[config.mk]
export PLATFORM = sky130hd
export DESIGN_NAME = mux_bus_seq
export DESIGN_NICKNAME = d
export VERILOG_FILES = /design/src/rtl/mbs_pkg.sv /design/src/rtl/mbs_fsm.sv /design/src/rtl/mbs_req_reg.sv /design/src/rtl/mbs_bus_drive.sv /design/src/rtl/mux_bus_seq.sv
export SDC_FILE = /design/constraint.sdc
export NUM_CORES = 1
export LEC_CHECK = 0
export ABC_AREA = 0
export BUFFER_PORTS_ARGS = -buffer_cell sky130_fd_sc_hd__buf_2
export CELL_PAD_IN_SITES_DETAIL_PLACEMENT = 0
export CELL_PAD_IN_SITES_GLOBAL_PLACEMENT = 1
export CORE_MARGIN = 2
export CORE_UTILIZATION = 24
export DETAILED_ROUTE_END_ITERATION = 12
export PLACE_DENSITY_LB_ADDON = 0.1
export SYNTH_ARGS = -nofsm -noshare
export SYNTH_HDL_FRONTEND = slang
export SYNTH_SLANG_ARGS = --single-unit
[constraint.sdc]
create_clock -name clk -period 3.45 [get_ports clk]
set_clock_uncertainty 0.05 [all_clocks]
set_input_delay 0.345 -clock clk [delete_from_list [all_inputs] [get_ports clk]]
set_output_delay 0.345 -clock clk [all_outputs]
set_load 0.1 [all_outputs]
[src/rtl/mbs_pkg.sv]
package mbs_pkg;

  typedef enum logic [2:0] {
    ST_IDLE = 3'd0,
    ST_T1   = 3'd1,
    ST_T2   = 3'd2,
    ST_T3   = 3'd3,
    ST_TW   = 3'd4,
    ST_T4   = 3'd5
  } bus_state_e;

  localparam int SEG_W = 2;

  // States in which the read or write strobe is active
  function automatic logic strobe_phase(bus_state_e s);
    return (s == ST_T2) || (s == ST_T3) || (s == ST_TW);
  endfunction

  // States whose closing edge samples ready
  function automatic logic ready_phase(bus_state_e s);
    return (s == ST_T3) || (s == ST_TW);
  endfunction

  // States in which a new request may be accepted
  function automatic logic accept_phase(bus_state_e s);
    return (s == ST_IDLE) || (s == ST_T4);
  endfunction

  // Any state belonging to a transfer
  function automatic logic active_phase(bus_state_e s);
    return s != ST_IDLE;
  endfunction

endpackage

[src/rtl/mbs_fsm.sv]
module mbs_fsm
  import mbs_pkg::*;
(
  input  logic       clk,
  input  logic       rst,
  input  logic       req_valid,
  input  logic       rdy,
  output bus_state_e st,
  output logic       take,
  output logic       capture
);

  bus_state_e nxt;

  assign take    = req_valid && accept_phase(st);
  assign capture = ready_phase(st) && rdy;

  always_comb begin
    nxt = st;
    case (st)
      ST_IDLE: nxt = req_valid ? ST_T1 : ST_IDLE;
      ST_T1:   nxt = ST_T2;
      ST_T2:   nxt = ST_T3;
      ST_T3,
      ST_TW:   nxt = rdy ? ST_T4 : ST_TW;
      ST_T4:   nxt = req_valid ? ST_T1 : ST_IDLE;
      default: nxt = ST_IDLE;
    endcase
  end

  always_ff @(posedge clk) begin
    if (rst) st <= ST_IDLE;
    else     st <= nxt;
  end

endmodule

[src/rtl/mbs_req_reg.sv]
module mbs_req_reg
  import mbs_pkg::*;
#(
  parameter int ADDR_W = 20,
  parameter int DATA_W = 16
) (
  input  logic              clk,
  input  logic              rst,
  input  logic              load,
  input  logic [ADDR_W-1:0] in_addr,
  input  logic [DATA_W-1:0] in_wdata,
  input  logic              in_write,
  input  logic              in_mem,
  input  logic [SEG_W-1:0]  in_seg,
  input  logic              capture,
  input  logic [DATA_W-1:0] bus_in,
  output logic [ADDR_W-1:0] addr_q,
  output logic [DATA_W-1:0] wdata_q,
  output logic              write_q,
  output logic              mem_q,
  output logic [SEG_W-1:0]  seg_q,
  output logic [DATA_W-1:0] rdata_q
);

  always_ff @(posedge clk) begin
    if (rst) begin
      addr_q  <= '0;
      wdata_q <= '0;
      write_q <= 1'b0;
      mem_q   <= 1'b0;
      seg_q   <= '0;
    end else if (load) begin
      addr_q  <= in_addr;
      wdata_q <= in_wdata;
      write_q <= in_write;
      mem_q   <= in_mem;
      seg_q   <= in_seg;
    end
  end

  // Read data is taken on the edge that closes the final T3/Tw state
  always_ff @(posedge clk) begin
    if (rst)                   rdata_q <= '0;
    else if (capture && !write_q) rdata_q <= bus_in;
  end

endmodule

[src/rtl/mbs_bus_drive.sv]
module mbs_bus_drive
  import mbs_pkg::*;
#(
  parameter int ADDR_W = 20,
  parameter int DATA_W = 16
) (
  input  bus_state_e        st,
  input  logic [ADDR_W-1:0] addr_q,
  input  logic [DATA_W-1:0] wdata_q,
  input  logic              write_q,
  input  logic              mem_q,
  input  logic [SEG_W-1:0]  seg_q,
  output logic [ADDR_W-1:0] bus_ad,
  output logic              oe_hi,
  output logic              oe_lo,
  output logic              ale,
  output logic              dt_r,
  output logic              m_io,
  output logic              rd_stb,
  output logic              wr_stb,
  output logic              done
);

  localparam int UP_W = ADDR_W - DATA_W;

  logic active;
  logic in_t1;

  assign active = active_phase(st);
  assign in_t1  = (st == ST_T1);

  assign ale    = in_t1;
  assign done   = (st == ST_T4);
  assign dt_r   = active && write_q;
  assign m_io   = active && mem_q;
  assign rd_stb = strobe_phase(st) && !write_q;
  assign wr_stb = strobe_phase(st) &&  write_q;
  assign oe_hi  = active;
  assign oe_lo  = in_t1 || (active && write_q);

  always_comb begin
    if (!active)   bus_ad = '0;
    else if (in_t1) bus_ad = addr_q;
    else           bus_ad = {UP_W'(seg_q), (write_q ? wdata_q : {DATA_W{1'b0}})};
  end

endmodule

[src/rtl/mux_bus_seq.sv]
module mux_bus_seq
  import mbs_pkg::*;
#(
  parameter int ADDR_W = 20,
  parameter int DATA_W = 16
) (
  input  logic              clk,
  input  logic              rst,
  input  logic              req_valid,
  input  logic [ADDR_W-1:0] req_addr,
  input  logic [DATA_W-1:0] req_wdata,
  input  logic              req_write,
  input  logic              req_mem,
  input  logic [1:0]        req_seg,
  output logic              req_taken,
  input  logic              rdy,
  output logic [ADDR_W-1:0] bus_ad_out,
  input  logic [DATA_W-1:0] bus_ad_in,
  output logic              bus_oe_hi,
  output logic              bus_oe_lo,
  output logic              ale,
  output logic              dt_r,
  output logic              m_io,
  output logic              rd_stb,
  output logic              wr_stb,
  output logic              done,
  output logic [DATA_W-1:0] rdata
);

  bus_state_e        st;
  logic              capture;
  logic              ready_window;
  logic [ADDR_W-1:0] addr_q;
  logic [DATA_W-1:0] wdata_q;
  logic              write_q;
  logic              mem_q;
  logic [SEG_W-1:0]  seg_q;

  assign ready_window = ready_phase(st);

  mbs_fsm u_fsm (
    .clk       (clk),
    .rst       (rst),
    .req_valid (req_valid),
    .rdy       (rdy),
    .st        (st),
    .take      (req_taken),
    .capture   (capture)
  );

  mbs_req_reg #(.ADDR_W(ADDR_W), .DATA_W(DATA_W)) u_req (
    .clk      (clk),
    .rst      (rst),
    .load     (req_taken),
    .in_addr  (req_addr),
    .in_wdata (req_wdata),
    .in_write (req_write),
    .in_mem   (req_mem),
    .in_seg   (req_seg),
    .capture  (capture),
    .bus_in   (bus_ad_in),
    .addr_q   (addr_q),
    .wdata_q  (wdata_q),
    .write_q  (write_q),
    .mem_q    (mem_q),
    .seg_q    (seg_q),
    .rdata_q  (rdata)
  );

  mbs_bus_drive #(.ADDR_W(ADDR_W), .DATA_W(DATA_W)) u_drv (
    .st      (st),
    .addr_q  (addr_q),
    .wdata_q (wdata_q),
    .write_q (write_q),
    .mem_q   (mem_q),
    .seg_q   (seg_q),
    .bus_ad  (bus_ad_out),
    .oe_hi   (bus_oe_hi),
    .oe_lo   (bus_oe_lo),
    .ale     (ale),
    .dt_r    (dt_r),
    .m_io    (m_io),
    .rd_stb  (rd_stb),
    .wr_stb  (wr_stb),
    .done    (done)
  );

endmodule

Word level (Yosys, flattened, before mapping)
Cells that the tools add are included.
{ "totals": {"ff_bits": 59, "inputBits": 60, "wordCells": 35} }
{ "op_classes": {"n_eq_ne": 5, "muxes": 6, "n_reduce_logical": 17} }
{ "op_table": {"columns": ["cell", "count"], "rows": [
  ["$mux W20", 2],
  ["$mux W16", 1],
  ["$pmux W3 S4", 1],
  ["$logic_and A1 B1 Y1", 7],
  ["$eq A3 B2 Y1 const B", 2],
  ["$eq A3 B3 Y1 const B", 2],
  ["$logic_or A1 B1 Y1", 5],
  ["$reduce_or A2 Y1", 2],
  ["$eq A3 B1 Y1 const B", 1],
  ["$logic_not A3 Y1", 1],
  ["$reduce_bool A3 Y1", 1],
  ["$mux W1", 2],
  ["$logic_not A1 Y1", 1]
]} }

Depth between registers and ports, before layout
{ "logic_depth": {"word_depth": 4, "ltp_mapped": 7} }

Hierarchy
Synthesis repeated with hierarchy kept, for this count alone.
{ "unflattened": {"cells_unflattened": 296, "hier_area_um2": 2765.2} }
{ "by_module_without_submodules": {"columns": ["module", "instances", "cells_per_inst", "area_each_um2"], "rows": [
  ["mbs_req_reg", 1, 200, 2153.3],
  ["mbs_bus_drive", 1, 77, 437.9],
  ["mbs_fsm", 1, 19, 173.9]
]} }

Least setup slack after synthesis
No wires, ideal clock.
{ "synth_timing": {"kind": "register -> output", "start": "reg u_fsm.st[2]", "end": "out bus_ad_out[14]", "arrival_time_ns": 3.092, "setup_slack_ns": -0.037, "path_stages_with_launch": 8, "path_buffers": 3, "path_cell_list": "dfxtp_1 buf_4 or3b_1 buf_2 inv_2 buf_2 nand2_1 a21oi_1"} }
{ "synth_between": {"elab_chain_len": 3, "elab_cells_between_ends": 4, "classes_between": "eq/ne: 1; mux: 2; reduce/logical: 1"} }
{ "synth_lines": {"columns": ["item", "line", "source"], "rows": [
  ["start: declaration", "mbs_fsm.sv:8", "output bus_state_e st,"],
  ["start signal: assignment", "mbs_fsm.sv:33", "else st <= nxt;"],
  ["$eq A3 B1 Y1", "mbs_bus_drive.sv:30", "assign in_t1 = (st == ST_T1);"],
  ["via ale", "mux_bus_seq.sv:21", "output logic ale,"],
  ["$mux W20", "mbs_bus_drive.sv:43", "else if (in_t1) bus_ad = addr_q;"],
  ["$mux W20", "mbs_bus_drive.sv:42", "if (!active) bus_ad = '0;"],
  ["end: declaration", "mux_bus_seq.sv:17", "output logic [ADDR_W-1:0] bus_ad_out,"]
]} }
The timed path passes the listed nets, and every way through them passes these cells.

Worst setup path in the final report
{ "layout_timing": {"start": "reg u_fsm.st[0]", "end": "out bus_ad_out[4]"} }
{ "layout_between": {"elab_chain_len": 3, "elab_cells_between_ends": 4, "classes_between": "eq/ne: 1; mux: 2; reduce/logical: 1"} }
{ "layout_lines": {"columns": ["item", "line"], "rows": [
  ["$eq A3 B1 Y1", "mbs_bus_drive.sv:30"],
  ["$mux W20", "mbs_bus_drive.sv:43"],
  ["$mux W20 *", "mbs_bus_drive.sv:42"]
]} }
Every way passes the cells marked *; elsewhere a longest branch is shown, timed or not.

==> out/qor.csv <==
stage,metric,value,unit
outcome,status,"complete, no violations",
place,placed_area,3370,um2
timing,fin_crit,3.07,ns
logic_synthesis,synthArstFlopShare,0,
floorplan,core,11300,um2
clocking,clk_pin_slew_worst_paths,0.06,ns
logic_synthesis,synthCells,333,
timing,slew_viol_final,0,
worst_hold_path,min_path_type,in2reg,
grt,grt_usage,0.146,
timing,tns,0,ns
timing,hold_viol,0,
logic_synthesis,synth_top_area_cell,dfxtp_1,
logic_synthesis,synthTopCellsByArea,"dfxtp_1 (43%), nand3_1 (9.3%), a21oi_1 (9.1%)",
timing,rsz0062_at_grt,false,
place,routabilityCongestion,0.724,
routing,drtPass1Iterations,4,
timing,fin_crit_sh,0.889,
grt,grt_pass1_vias,2682,
grt,antenna_found_initial,2,
timing,relSlewSlack,0.323,
grt,grt_pass1_wl,14300,um
routing,vias_per_cell,4.71,
run,maxCapViolations,0,
finish,area_delta_synth_final,34.4,%
clocking,cts_root_buf,clkbuf_16,
clocking,holdBufCountCts,0,
finish,fill_cells,1235,
routing,routed_wl,9020,um
logic_synthesis,synth_top_area_frac,0.429,
logic_synthesis,synth_fp_nets,393,
logic_synthesis,yosys-top-cells-count,"dfxtp_1 (59), nand3_1 (51), a21oi_1 (50), o21ai_0 (42), nand2b_1 (33)",
setup_path,cp_max_fo,20,
worst_hold_path,hold_start,req_addr[18],
setup_path,reg2reg_depth,4,
setup_path,worstSetupPathType,reg2out,
finish,final_layout_size_suffix_gt1_frac,0.327,
clocking,clk-insertion-delay-late,0.33,ns
logic_synthesis,yosys_most_used_dff,dfxtp_1,
setup_path,crit_path_end_kind,output pin,
clocking,cts.sinks,59,
routing,wl_per_cell,15.8,um
floorplan,die_width,111,um
routing,vias,2678,
setup_path,timing.rr.start,u_fsm.st[1]$_SDFF_PP0_,
worst_hold_path,whs_endpoint,u_req.addr_q[18]$_SDFFE_PP0P_,
floorplan,start_util,0.243,
place,io_buffers,104,
logic_synthesis,synth_area,2750,um2
clocking,cts_setup_buffers,0,
clocking,cts_resized,0,
clocking,cts_max_path_buffers,2,
clocking,cts_htree_levels,3,
clocking,tritoncts,built,
floorplan,row_count,39,
finish,seq_area,1180,um2
logic_synthesis,yosys_warnings,0,
timing,setup_viol,0,
power_and_ir_drop,powerDensity,676,nW/um2
setup_path,required,3.05,ns
logic_synthesis,ys_seq_area_frac,0.429,
power_and_ir_drop,vdd.ir_drop.worst,0.000230,V
place,dp.final_hpwl,5940,um
logic_synthesis,synth_cell_type_count,34,
routing,ant_nets,0,
worst_hold_path,min_path_cells,3,
setup_path,crit_path_start_kind,flop,
logic_synthesis,synth.most_common_cell,dfxtp_1,
routing,drc,0,
logic_synthesis,synth_edf_count,0,
clocking,numCtsBuffers,9,
timing,max_freq,326,MHz
setup_path,ff2ff_setup_slack,1.30,ns
power_and_ir_drop,leakage,1.51,nW
routing,drt_first_iter_violations,167,
finish,stdcell_area,3700,um2
logic_synthesis,syn_avg_cell_area,8.27,um2
floorplan,die-area,12300,um2
timing,tightest_slew,1.01,ns
finish,final_nets,480,
setup_path,critPathArrivalTime,2.67,ns
floorplan,die_h,111,um
floorplan,io_pins,105,
logic_synthesis,synth-seq-cells,59,
grt,grt_max_degree,44,
grt,overflow,0,
setup_path,timing.rr.end,u_req.addr_q[0]$_SDFFE_PP0P_,
finish,multi_input_area,1440,um2
cell families after synthesis:
logic type                after synthesis  share of synthesized area
xor gates and xnor gates                3                    0.00954
DFF                                    59                      0.429
AOI/OAI and AO/OA                     104                      0.207
buffers and inverters                  36                     0.0659
muxes                                  17                     0.0618
and+or+nand+nor                       114                      0.227
layer usage:
layer	share of wire	wire (um)	GRT usage	vias to the layer above
met2	0.46	4110	0.232	82
li1	-	-	-	1331
met5	0	0	0	-
met1	0.45	4100	0.182	1254
met3	0.075	680	0.0552	11
met4	0.014	128	0.0494	0
critical path: stages, from the launching register on:
cell     delay [ns]
dfxtp_1        0.66
or3b_1         0.58
inv_2          0.39
nand2_1        0.14
a21oi_2        0.14
buf_2          0.43
sequential cells by signal, summed over array words and instances (netlist names):
signal	flops
u_req.addr_q	20
u_req.rdata_q	16
u_req.wdata_q	16
u_fsm.st	3
u_req.seg_q	2
u_req.mem_q	1
u_req.write_q	1
cell usage in the layout (no fill, tap or decap), drive strengths merged, types with 2 or more instances in the layout:
master	Yosys	layout
inv	3	3
bufinv	0	2
clkbuf	24	12
nor3	2	2
a21oi	51	51
o21ai	42	42
nand2	11	11
nand2b	33	33
nor2b	3	3
or3b	2	2
xnor2	2	2
nor2	4	4
and2	4	4
nand3	51	51
mux2i	17	17
dfxtp	59	59
buf	9	109
a22o	7	7
per-stage QoR:
step / util / setup slack (ns) / std cells / power [mW] / hold WS [ns]
after floorplan: - / 0.231 / 333 / 1.36 / 0.399
after global placement: 0.298 / 0.838 / 552 / 1.53 / 0.405
after detailed placement: 0.298 / 0.730 / 552 / 1.54 / 0.411
after CTS: 0.327 / 0.367 / 568 / 2.54 / 0.210
after global routing: 0.327 / 0.221 / 568 / 2.62 / 0.225
final: 0.327 / 0.382 / 569 / 2.50 / 0.218
final cells by class:
| type | count | share of cell area |
|---|---|---|
| diodes | 1 | 0.000676 |
| well taps | 143 | 0.0483 |
| repair buffers | 109 | 0.151 |
| clock buffers | 12 | 0.0693 |
| multi-input cells | 238 | 0.389 |
| flip-flops and latches | 59 | 0.319 |
| inverters | 3 | 0.00304 |
| clock inverters | 4 | 0.0196 |
where the power goes:
group / total, mW / switching [mW] / leakage, nW / internal (mW)
registers: 0.810 / 0.0611 / 0.482 / 0.748
logic: 0.705 / 0.543 / 0.874 / 0.162
clock network: 0.989 / 0.319 / 0.159 / 0.670
worst max path at each step:
stage                                       from  depth (start not counted)            end
after floorplan           u_fsm.st[2]$_SDFF_PP0_                          5      bus_oe_lo
after global placement    u_fsm.st[0]$_SDFF_PP0_                          5  bus_ad_out[7]
after detailed placement  u_fsm.st[0]$_SDFF_PP0_                          5  bus_ad_out[4]
after CTS                 u_fsm.st[0]$_SDFF_PP0_                          5  bus_ad_out[4]
after global routing      u_fsm.st[0]$_SDFF_PP0_                          5  bus_ad_out[4]
final                     u_fsm.st[0]$_SDFF_PP0_                          5  bus_ad_out[4]
No activity file was read; power rests on OpenSTA's default activity.
